**config.mk**
```make
export PLATFORM = sky130hd
export DESIGN_NAME = fifo_rd_gearbox
export DESIGN_NICKNAME = d
export VERILOG_FILES = /design/src/rtl/gb_pkg.sv /design/src/rtl/gb_phase_ctr.sv /design/src/rtl/gb_slice_mux.sv /design/src/rtl/gb_pop_ctl.sv /design/src/rtl/fifo_rd_gearbox.sv
export SDC_FILE = /design/constraint.sdc
export NUM_CORES = 1
export LEC_CHECK = 0
export ABC_AREA = 1
export BUFFER_PORTS_ARGS = -buffer_cell sky130_fd_sc_hd__buf_4
export CAP_MARGIN = 10
export CORE_MARGIN = 1
export CORE_UTILIZATION = 28
export DETAILED_ROUTE_END_ITERATION = 16
export PLACE_DENSITY = 0.83
export SKIP_CTS_REPAIR_TIMING = 1
export SLEW_MARGIN = 10
export SYNTH_ARGS = -nofsm -noshare
export SYNTH_HDL_FRONTEND = slang
export SYNTH_SLANG_ARGS = --single-unit
```
**constraint.sdc**
```tcl
create_clock -name clk -period 3.2 [get_ports clk]
set_input_delay 0.16 -clock clk [delete_from_list [all_inputs] [get_ports clk]]
set_output_delay 0.16 -clock clk [all_outputs]
set_load 0.005 [all_outputs]
```
**src/rtl/gb_pkg.sv**
```systemverilog
package gb_pkg;
  localparam int unsigned GB_SLICE_W = 32;
  localparam int unsigned GB_SLICES  = 3;

  function automatic int unsigned gb_sel_w(input int unsigned n);
    return (n < 2) ? 1 : $clog2(n);
  endfunction
endpackage

```
**src/rtl/gb_phase_ctr.sv**
```systemverilog
module gb_phase_ctr #(
  parameter int unsigned SLICES = gb_pkg::GB_SLICES,
  localparam int unsigned SEL_W = gb_pkg::gb_sel_w(SLICES)
) (
  input  logic             clk,
  input  logic             rst_n,
  input  logic             clr,
  input  logic             step,
  output logic [SEL_W-1:0] sel,
  output logic             at_last
);
  localparam logic [SEL_W-1:0] LAST = SEL_W'(SLICES - 1);

  logic [SEL_W-1:0] sel_q;

  always_ff @(posedge clk or negedge rst_n) begin
    if (!rst_n)
      sel_q <= '0;
    else if (clr)
      sel_q <= '0;
    else if (step)
      sel_q <= (sel_q == LAST) ? '0 : sel_q + 1'b1;
  end

  assign sel     = sel_q;
  assign at_last = (sel_q == LAST);

  AST_SEL_IN_RANGE: assert property (@(posedge clk) disable iff (!rst_n)
    sel_q <= LAST);
  AST_SEL_HOLDS: assert property (@(posedge clk) disable iff (!rst_n)
    (!step && !clr) |=> $stable(sel_q));
endmodule

```
**src/rtl/gb_slice_mux.sv**
```systemverilog
module gb_slice_mux #(
  parameter int unsigned SLICE_W = gb_pkg::GB_SLICE_W,
  parameter int unsigned SLICES  = gb_pkg::GB_SLICES,
  localparam int unsigned SEL_W  = gb_pkg::gb_sel_w(SLICES),
  localparam int unsigned WORD_W = SLICE_W * SLICES
) (
  input  logic [WORD_W-1:0]  word,
  input  logic [SEL_W-1:0]   sel,
  output logic [SLICE_W-1:0] slice
);
  logic [SLICE_W-1:0] lanes [SLICES];
  logic [SLICE_W-1:0] gated [SLICES];

  for (genvar k = 0; k < SLICES; k++) begin : g_lane
    assign lanes[k] = word[k*SLICE_W +: SLICE_W];
    assign gated[k] = (sel == SEL_W'(k)) ? lanes[k] : '0;
  end

  always_comb begin
    slice = '0;
    for (int k = 0; k < SLICES; k++)
      slice = slice | gated[k];
  end
endmodule

```
**src/rtl/gb_pop_ctl.sv**
```systemverilog
module gb_pop_ctl (
  input  logic empty,
  input  logic ready,
  input  logic clr,
  input  logic at_last,
  output logic valid,
  output logic step,
  output logic pop,
  output logic underflow
);
  assign valid     = !empty;
  assign step      = valid && ready && !clr;
  assign pop       = step && at_last;
  assign underflow = ready && empty;
endmodule

```
**src/rtl/fifo_rd_gearbox.sv**
```systemverilog
module fifo_rd_gearbox #(
  parameter int unsigned SLICE_W = gb_pkg::GB_SLICE_W,
  parameter int unsigned SLICES  = gb_pkg::GB_SLICES,
  localparam int unsigned SEL_W  = gb_pkg::gb_sel_w(SLICES),
  localparam int unsigned WORD_W = SLICE_W * SLICES
) (
  input  logic               clk,
  input  logic               rst_n,
  input  logic               clr,
  input  logic [WORD_W-1:0]  fifo_data,
  input  logic               fifo_empty,
  output logic               fifo_rd_en,
  output logic [SLICE_W-1:0] out_data,
  output logic               out_valid,
  input  logic               out_ready,
  output logic               rd_underflow
);
  logic [SEL_W-1:0] sel;
  logic             at_last;
  logic             step;

  gb_pop_ctl u_ctl (
    .empty     (fifo_empty),
    .ready     (out_ready),
    .clr       (clr),
    .at_last   (at_last),
    .valid     (out_valid),
    .step      (step),
    .pop       (fifo_rd_en),
    .underflow (rd_underflow)
  );

  gb_phase_ctr #(.SLICES(SLICES)) u_phase (
    .clk     (clk),
    .rst_n   (rst_n),
    .clr     (clr),
    .step    (step),
    .sel     (sel),
    .at_last (at_last)
  );

  gb_slice_mux #(.SLICE_W(SLICE_W), .SLICES(SLICES)) u_mux (
    .word  (fifo_data),
    .sel   (sel),
    .slice (out_data)
  );

  AST_POP_WRAPS: assert property (@(posedge clk) disable iff (!rst_n)
    fifo_rd_en |=> (sel == '0));
  AST_POP_NEEDS_TAKE: assert property (@(posedge clk) disable iff (!rst_n)
    fifo_rd_en |-> (out_ready && !fifo_empty));
  AST_UNDERFLOW_NO_POP: assert property (@(posedge clk) disable iff (!rst_n)
    rd_underflow |-> (!fifo_rd_en && !out_valid));
  AST_UNDERFLOW_HOLDS: assert property (@(posedge clk) disable iff (!rst_n)
    (rd_underflow && !clr) |=> $stable(sel));
  AST_CLEAR_RESTARTS: assert property (@(posedge clk) disable iff (!rst_n)
    clr |=> (sel == '0));
  AST_CLEAR_NO_POP: assert property (@(posedge clk) disable iff (!rst_n)
    clr |-> !fifo_rd_en);
  AST_IDLE_QUIET: assert property (@(posedge clk) disable iff (!rst_n)
    !out_ready |-> (!fifo_rd_en && !rd_underflow));
endmodule

```
==> Word level (Yosys, flattened, before mapping) <==
Index checks and enable logic that the tools add are counted.
W data, S select, Z words.
{ "totals": {"register_bits": 2, "in_bits": 101, "out_inout_bits": 35, "elab_cells": 20} }
{ "classes": {"add_sub_neg": 1, "n_eq_ne": 2, "n_mux": 6, "bitwise": 2, "reduce_logical": 8} }
{ "op_table": {"columns": ["cell", "count"], "rows": [
  ["$mux W32", 3],
  ["$or A32 B32 Y32", 2],
  ["$mux W2", 3],
  ["$logic_and A1 B1 Y1", 4],
  ["$add A2 B1 Y2 const B", 1],
  ["$eq A2 B1 Y1 const B", 1],
  ["$eq A2 B2 Y1 const B", 1],
  ["$logic_not A1 Y1", 2],
  ["$logic_not A2 Y1", 1],
  ["$reduce_bool A2 Y1", 1]
]} }

==> Logic depth before layout (Yosys ltp) <==
Gate-level depths: netlist (run 1).
{ "depth": {"depth_word": 5, "depth_mapped": 5, "depth_no_buf": 4} }

==> Hierarchy <==
From an unflattened synthesis (run 1), not the netlist that was laid out.
{ "unflattened": {"cells_unflattened": 169, "area_unflattened_um2": 910.9} }
{ "modules_own_cells": {"columns": ["mod", "n_inst", "cells_per_inst", "area_per_inst_um2", "seq_area_each_um2"], "rows": [
  ["gb_slice_mux", 1, 148, 782.0, 0.0],
  ["gb_phase_ctr", 1, 13, 96.3, 50.0],
  ["gb_pop_ctl", 1, 8, 32.5, 0.0]
]} }

==> Worst setup path before layout (run 1) <==
Ideal clock, no wire load.
{ "synth_path": {"kind": "reg2out", "start": "reg u_phase.sel_q[0] (netlist: u_phase.sel[0])", "end": "out out_data[22]", "t_arrival_ns": 0.955, "required_ns": 3.040, "slack_ns": 2.085, "path_stages_with_launch": 5, "path_buffers": 1, "cell_sequence": "dfrtp_1 > nor2_2 > buf_2 > nand2_1 > nand3_1"} }
{ "synth_via": {"elab_chain_cells": 4, "word_cells_on_any_way": 8, "classes_between": "eq/ne (2); mux (3); bitwise (2); reduce/logical (1)"} }
{ "synth_rtl": {"columns": ["item", "line_no", "source"], "rows": [
  ["start: declaration", "gb_phase_ctr.sv:14", "logic [SEL_W-1:0] sel_q;"],
  ["start signal: assignment", "gb_phase_ctr.sv:22", "sel_q <= (sel_q == LAST) ? '0 : sel_q + 1'b1;"],
  ["$eq A2 B1 Y1 or $logic_not A2 Y1 (tied branches)", "gb_slice_mux.sv:16", "assign gated[k] = (sel == SEL_W'(k)) ? lanes[k] : '0;"],
  ["$mux W32", "gb_slice_mux.sv:16", null],
  ["$or A32 B32 Y32", "gb_slice_mux.sv:22", "slice = slice | gated[k];"],
  ["$or A32 B32 Y32 *", "gb_slice_mux.sv:22", null],
  ["end: declaration", "fifo_rd_gearbox.sv:13", "output logic [SLICE_W-1:0] out_data,"]
]} }
Every way passes the cells marked *; elsewhere a longest branch is shown, timed or not.

==> Worst setup path in the final report (run 1) <==
{ "layout_path": {"start": "reg u_phase.sel_q[0] (netlist: u_phase.sel[0])", "end": "out out_data[7]"} }
Same word-level chain as after synthesis.

==> flow_metrics.tcl, run 1 <==
set metrics [dict create \
    status "complete, no violations" \
    ios 136 \
    grt_pass1_wl_mm 4.95 \
    pwr-share-seq_pct 8.5 \
    worst_ir_drop_vdd_mv 0.206 \
    synth-seq-area-share_pct 6.91 \
    cts_root_buffer "clkbuf_4" \
    p_leak_nw 1.03 \
    timing.max_cap.violations 0 \
    power.internal_uw 232 \
    largest_reg_flops 2 \
    row_count 18 \
    dieArea_um2 2790 \
    power_switching_uw 113 \
    p_clk_share_pct 16.9 \
    worst_pin_slew_ns 0.701 \
    critPathSlowestCell "nor2_2" \
    fin_skew_ns 0.000108 \
    path_cells "nor2_2, buf_4, nand2_1, nand3_1, buf_4" \
    clock-sinks 2 \
    ys.warnings.count 0 \
    ant_nets 0 \
    vias 1471 \
    grt_util_all_layers_pct 23.5 \
    hold_ws_ns 0.225 \
    via_per_inst 4.60 \
    crit_cells 5 \
    critical_path_class "reg -> out" \
    grt-ovfl-total 0 \
    cts_tree "done" \
    cp.arrival_ns 1.76 \
    worstPathRequired_ns 3.04 \
    finalCritPeriodShare_pct 59.9 \
    max_freq_mhz 522 \
    hpwl_mm 2.74 \
    netlist_instances 159 \
    start_util_pct 29.5 \
    synth-seq-cells 2 \
    r2r_cells 4 \
    grt_setup_unrepaired "no" \
    critPathMostFrequentCell "buf_4" \
    path_clk_slew_ns 0.03 \
    clk_latency_ns 0.23 \
    final-hold-violation-count 0 \
    totalWireLength_mm 3.52 \
    place_ws_ns 1.52 \
    routedWlPerCell_um 11.0 \
    slew_violations 0 \
    dpl_cell_area_um2 1730 \
    switching_share_pct 32.9 \
    cts_made_buffers 3 \
    slowest_delay_ns 0.48 \
    worstSetupStartpointType "flop" \
    setup_viol 0 \
    dr.pass1.iters 4 \
    fin_nets 393 \
    io_buffer_count 135 \
    hold_depth 4 \
    synth_top_area_cell "nand2_1" \
    p_comb_share_pct 74.6 \
    core_area_um2 2450 \
    synth.distinct_cells 11 \
    grt_pass1_vias 1205 \
    powerDensity_nw_per_um2 196 \
    period_minus_slack_ns 1.92 \
    hold_class "in -> reg" \
    cpLargestDelayFamily "simple AND/OR/NAND/NOR gates" \
    crit_fanout 19 \
    filler_cell_count 241 \
    clockBufferDepth 2 \
    path_buf_inv 2 \
    grt_max_degree 34 \
    syn2layout_area_growth_pct 143 \
    ys_top_cells_by_area "nand2_1 (52%), nand3_1 (25%), dfrtp_1 (6.9%), buf_4 (4.1%), buf_2 (3.5%)" \
    drc 0 \
    setup_ws_ns 1.28 \
    die-height_um 52.9 \
    h-tree-depth 1 \
    drtIter0Drc 30 \
    final_area_um2 1760 \
    fin_tns_setup_ns 0 \
    syn_avg_cell_area_um2 4.56 \
    syn_nets 260 \
    drive_above_1_share_pct 49.7 \
    relSlewSlack_pct 53.1 \
    place_congestion 0.746 \
    num_antenna_cells 0 \
    antenna_found_initial 0 \
    synth_top_area_share_pct 52.3 \
    syn_area_um2 724 \
    end_kind "primary output" \
    die_w_um 52.9 \
]
## area by class of cell
class | instances | area (um2) | area share [%]
clock buffers | 3 | 22.5 | 1.28
inverters | 6 | 22.5 | 1.28
multi-input cells | 142 | 597 | 33.9
flip-flops and latches | 2 | 50.0 | 2.84
well taps | 30 | 37.5 | 2.13
repair buffers | 137 | 1030 | 58.6
## worst reg2reg max path, delay by kind of cell (launching register included)
family / cells / cell delay, ns
buf+inv: 1 / 0.08
flops: 1 / 0.44
simple gates: 3 / 0.80
## cells in the mapped netlist, drive strengths merged
master  instances
buf             9
nor2            4
inv             6
dfrtp           2
nand2         101
nand3          36
nor3            1
## layer usage
layer  GRT usage (%)  vias to the layer above  routed length [um]
met4            7.89                        0                  31
li1                -                      765                   -
met2            44.7                       73                1820
met5               0                        -                   0
met3            2.87                        4                 333
met1            26.3                      629                1330
## metrics by stage
stage | instances | util, % | total power, mW
floorplan | 159 | - | 0.116
global placement | 316 | 70.4 | 0.285
detailed placement | 316 | 70.4 | 0.287
CTS | 319 | 71.3 | 0.348
global route | 320 | 71.7 | 0.372
finish | 320 | 71.7 | 0.345
## path summary, 6_finish.rpt
path                                       startpoint                          to  slack (ns)
min in group asynchronous                       rst_n  u_phase.sel[1]$_DFFE_PN0P_        0.25
min                                        fifo_empty  u_phase.sel[0]$_DFFE_PN0P_        0.22
max                        u_phase.sel[0]$_DFFE_PN0P_                 out_data[7]        1.28
max reg2reg                u_phase.sel[0]$_DFFE_PN0P_  u_phase.sel[1]$_DFFE_PN0P_        1.81
max in group asynchronous                       rst_n  u_phase.sel[0]$_DFFE_PN0P_        2.86
min reg2reg                u_phase.sel[0]$_DFFE_PN0P_  u_phase.sel[0]$_DFFE_PN0P_        0.64
## power groups by stage
stage	logic [mW]	clock network, mW	registers [mW]
finish	0.258	0.0583	0.0292
global route	0.283	0.0591	0.0294
CTS	0.258	0.0602	0.0292
detailed placement	0.257	0	0.0295
global placement	0.255	0	0.0292
floorplan	0.0866	0	0.0292
## cell usage in the layout, fill, tap and decap left out, drive strengths merged
cell type    instances
nand2              101
clkbuf               3
inv                  6
dfrtp                2
dlygate4sd3          1
nor3                 1
buf                136
nor2                 4
nand3               36
## logic make-up (layout without fill, tap and decap cells)
family / after synthesis / count (layout) / share of synthesized area [%]
AND/OR/NAND/NOR: 142 / 142 / 82.4
flip-flops: 2 / 2 / 6.91
buffers and inverters: 15 / 146 / 10.7
No activity file was read; power rests on OpenSTA's default activity.
==> run 2: changes to the inputs <==
Settings changed: CORE_UTILIZATION 28 to 23, PLACE_DENSITY 0.83 to 0.73.
Clock period 3.2 ns to 1.7 ns, I/O delays scaled along.
==> run 2 against run 1 <==
Clock skew is 0.0022 ns higher; global-route usage is 3.7 points lower; clock power is 85% higher; core utilization is 11 points lower; via count is 0.27% higher; final cell count is 5.9% higher; non-clock buffer count is 5 higher; largest cell class unchanged.
==> flow_metrics.tcl, run 2 (same netlist as run 1, synthesis figures left out) <==
set metrics [dict create \
    num_antenna_cells 0 \
    ant_nets 0 \
    fin_nets 398 \
    pwr-share-seq_pct 8.3 \
    worstSetupEndpoint "out_data[25]" \
    timing.max_cap.violations 0 \
    relSlewSlack_pct 80.8 \
    period_minus_slack_ns 1.57 \
    worst_pin_slew_ns 0.287 \
    setup_viol 0 \
    r2r_cells 5 \
    grt_max_degree 18 \
    max_freq_mhz 639 \
    vias 1475 \
    grt-ovfl-total 0 \
    hold_class "in -> reg" \
    p_leak_nw 1.06 \
    fin_tns_setup_ns 0 \
    hold_ws_ns 0.141 \
    die_w_um 58.1 \
    status "complete, no violations" \
    p_comb_share_pct 75.2 \
    row_count 20 \
    drive_above_1_share_pct 50.5 \
    reg2reg_to "u_phase.sel[1]$_DFFE_PN0P_" \
    hpwl_mm 2.77 \
    dr.pass1.iters 4 \
    slew_violations 0 \
    clockBufferDepth 2 \
    core_area_um2 3030 \
    mostFrequentLayoutCells "buf_4 (140), nand2_1 (101), nand3_1 (36)" \
    start_util_pct 23.9 \
    cp-startpoint "u_phase.sel[0]$_DFFE_PN0P_" \
    switching_share_pct 32.4 \
    end_kind "primary output" \
    ios 136 \
    h-tree-depth 1 \
    grt_util_all_layers_pct 19.8 \
    clk_latency_ns 0.23 \
    place_congestion 0.725 \
    place_ws_ns 0.348 \
    drtIter0Drc 74 \
    cp.arrival_ns 1.48 \
    cts_root_buffer "clkbuf_4" \
    cts_tree "done" \
    finalCritPeriodShare_pct 92.1 \
    placed_cells_incl_taps 335 \
    drc 0 \
    final_cell_count_no_fill 339 \
    totalWireLength_mm 3.37 \
    r2r-start "u_phase.sel[0]$_DFFE_PN0P_" \
    clock-sinks 2 \
    fin_skew_ns 0.00230 \
    r2r_slack_ns 0.50 \
    io_buffer_count 135 \
    final-hold-violation-count 0 \
    crit_fanout 12 \
    path_clk_slew_ns 0.03 \
    power_switching_uw 213 \
    routedWlPerCell_um 9.95 \
    dieArea_um2 3380 \
    largest_reg_flops 2 \
    grt_pass1_vias 1293 \
    worstPathRequired_ns 1.62 \
    die-height_um 58.1 \
    via_per_inst 4.35 \
    final_common_cell "buf_4" \
    cts_made_buffers 3 \
    worstSetupStartpointType "flop" \
    critical_path_class "reg -> out" \
    setup_ws_ns 0.134 \
    antenna_found_initial 0 \
    worst_ir_drop_vdd_mv 0.177 \
    power.internal_uw 445 \
    syn2layout_area_growth_pct 152 \
    grt_pass1_wl_mm 5.22 \
    p_clk_share_pct 16.5 \
    powerDensity_nw_per_um2 360 \
]
run 2: power groups by stage:
stage,sequential [mW],clock [mW],combinational [mW]
after floorplan,0.0549,0,0.163
after global placement,0.0551,0,0.494
after detailed placement,0.0554,0,0.499
after global routing,0.0554,0.115,0.546
after CTS,0.0549,0.115,0.500
final,0.0548,0.108,0.495
run 2: metal layers:
metal  wire length, um  track usage, %  up-vias
li1                  -               -      773
met1              1280            21.9      620
met2              1700            35.1       78
met3               350            4.46        4
met4                42            10.5        0
met5                 0               0        -
run 2: worst min path at each step:
stage | from | end | slack, ns | depth (start not counted)
2_1_floorplan | rst_n | u_phase.sel[0]$_DFFE_PN0P_ | -0.21 | 0
3_3_place_gp | rst_n | u_phase.sel[1]$_DFFE_PN0P_ | -0.13 | 1
3_5_place_dp | rst_n | u_phase.sel[1]$_DFFE_PN0P_ | -0.13 | 1
4_1_cts | rst_n | u_phase.sel[0]$_DFFE_PN0P_ | -0.37 | 1
5_1_grt | fifo_empty | u_phase.sel[0]$_DFFE_PN0P_ | 0.17 | 4
6_report | fifo_empty | u_phase.sel[0]$_DFFE_PN0P_ | 0.14 | 4
run 2: layout make-up:
class,instances,area (um2)
Multi-Input combinational cell,142,597
Fill cell,306,1200
Sequential cell,2,50.0
Clock buffer,3,22.5
Tap cell,44,55.1
Timing Repair Buffer,142,1080
Inverter,6,22.5
run 2: worst max-delay path, cell delays in order (launching register included):
cell and delay, ns:
dfrtp_1 0.44, inv_2 0.08, nor2_4 0.23, buf_4 0.23, nand2_1 0.06, nand3_1 0.09, buf_4 0.11
run 2: per-stage QoR:
| step | power (mW) | util, % | cell area, um2 |
|---|---|---|---|
| after floorplan | 0.218 | - | 724 |
| after global placement | 0.549 | 59.3 | 1800 |
| after detailed placement | 0.554 | 59.3 | 1800 |
| after CTS | 0.670 | 60.0 | 1820 |
| after global routing | 0.716 | 60.4 | 1830 |
| final | 0.658 | 60.4 | 1830 |
==> run 3: changes to the inputs <==
Settings changed: SETUP_SLACK_MARGIN set to 0.3.
==> run 3 against run 2 <==
Critical endpoint unchanged; cell area is 2.6% higher; first-iteration DRC count fell by 4.1%; largest cell class unchanged; total power increased by 2.2%.
==> flow_metrics.tcl, run 3 (same netlist as run 1, synthesis figures left out) <==
set metrics [dict create \
    die_w_um 58.1 \
    worst_pin_slew_ns 0.167 \
    hold_ws_ns 0.139 \
    place_congestion 0.725 \
    via_per_inst 4.36 \
    clock-sinks 2 \
    fin_nets 401 \
    critical_path_class "reg -> out" \
    final-hold-violation-count 0 \
    r2r-start "u_phase.sel[0]$_DFFE_PN0P_" \
    cp.arrival_ns 1.29 \
    placed_cells_incl_taps 335 \
    row_count 20 \
    dieArea_um2 3380 \
    end_kind "primary output" \
    grt-ovfl-total 0 \
    cp-startpoint "u_phase.sel[0]$_DFFE_PN0P_" \
    cpLargestDelayFamily "flip-flops" \
    drc 0 \
    h-tree-depth 1 \
    drive_above_1_share_pct 51.7 \
    start_util_pct 23.9 \
    filler_cell_count 304 \
    setup_viol 0 \
    path_clk_slew_ns 0.03 \
    max_freq_mhz 726 \
    vias 1492 \
    finalCritPeriodShare_pct 81.1 \
    p_leak_nw 1.07 \
    fin_skew_ns 0.00233 \
    cts_tree "done" \
    timing.max_cap.violations 0 \
    power_uw 673 \
    relSlewSlack_pct 88.8 \
    path_buf_inv 2 \
    largest_reg_flops 2 \
    final_area_um2 1880 \
    syn2layout_area_growth_pct 159 \
    dpl_cell_area_um2 1800 \
    worstPathRequired_ns 1.62 \
    utilization_pct 61.9 \
    powerDensity_nw_per_um2 359 \
    clockBufferDepth 2 \
    core_area_um2 3030 \
    r2r_slack_ns 0.68 \
    hpwl_mm 2.77 \
    cts_root_buffer "clkbuf_4" \
    mostFrequentLayoutCells "buf_4 (137), nand2_1 (101), nand3_1 (36)" \
    worstSetupStartpointType "flop" \
    slew_violations 0 \
    setup_ws_ns 0.322 \
    ios 136 \
    final_cell_count_no_fill 342 \
    fin_tns_setup_ns 0 \
    cts_made_buffers 3 \
    ant_nets 0 \
    min-delay-start "fifo_empty" \
    grt_max_degree 18 \
    routedWlPerCell_um 9.95 \
    status "complete, no violations" \
    grt_setup_unrepaired "yes" \
    io_buffer_count 135 \
    totalWireLength_mm 3.40 \
    critPathSlowestCell "dfrtp_2" \
    num_antenna_cells 0 \
    path_cells "nor2_2, buf_6, nand2_1, nand3_1, buf_4" \
    place_ws_ns 0.348 \
    clk_latency_ns 0.23 \
    crit_fanout 16 \
    slowest_delay_ns 0.43 \
    worst_ir_drop_vdd_mv 0.178 \
    hold_class "in -> reg" \
    antenna_found_initial 0 \
    drtIter0Drc 71 \
    multi_input_area_um2 597 \
    final-seq-area_um2 52.6 \
    grt_pass1_vias 1293 \
    period_minus_slack_ns 1.38 \
    grt_pass1_wl_mm 5.22 \
    die-height_um 58.1 \
    final_common_cell "buf_4" \
    grt_util_all_layers_pct 19.8 \
    dr.pass1.iters 5 \
]
==> run 3: report_power, final <==
group | total (mW) | internal [mW] | switching (mW)
Sequential | 0.0555 | 0.0508 | 0.00468
Combinational | 0.509 | 0.328 | 0.181
Clock | 0.108 | 0.0782 | 0.0301
Total | 0.673 | 0.457 | 0.216
==> run 3: layout make-up <==
cell class	count	share of cell area (%)
Multi-Input combinational cell	142	31.8
Sequential cell	2	2.80
Inverter	6	1.20
Tap cell	44	2.94
Clock buffer	3	1.20
Timing Repair Buffer	145	60.0
==> run 3: per-layer routing <==
layer	GRT usage [%]	vias to the layer above	wire length, um	share of wire (%)
met5	0	-	0	0
met4	10.5	0	42	1.2
met3	4.46	4	363	11
met2	35.1	78	1690	50
met1	21.9	630	1310	38
li1	-	780	-	-
==> run 3: path summary, 6_finish.rpt <==
kind,endpoint,depth (start not counted)
max in group asynchronous,u_phase.sel[1]$_DFFE_PN0P_,2
worst max-delay path,out_data[25],5
worst max register to register,u_phase.sel[0]$_DFFE_PN0P_,4
min in group asynchronous,u_phase.sel[0]$_DFFE_PN0P_,2
worst min-delay path,u_phase.sel[0]$_DFFE_PN0P_,4
worst min register to register,u_phase.sel[0]$_DFFE_PN0P_,2
==> run 3: worst reg2reg max path, stage by stage, from the launching register on <==
cell and delay (ns):
dfrtp_2 0.43, nor2_2 0.17, buf_6 0.20, nand3_1 0.09, nand2_1 0.06
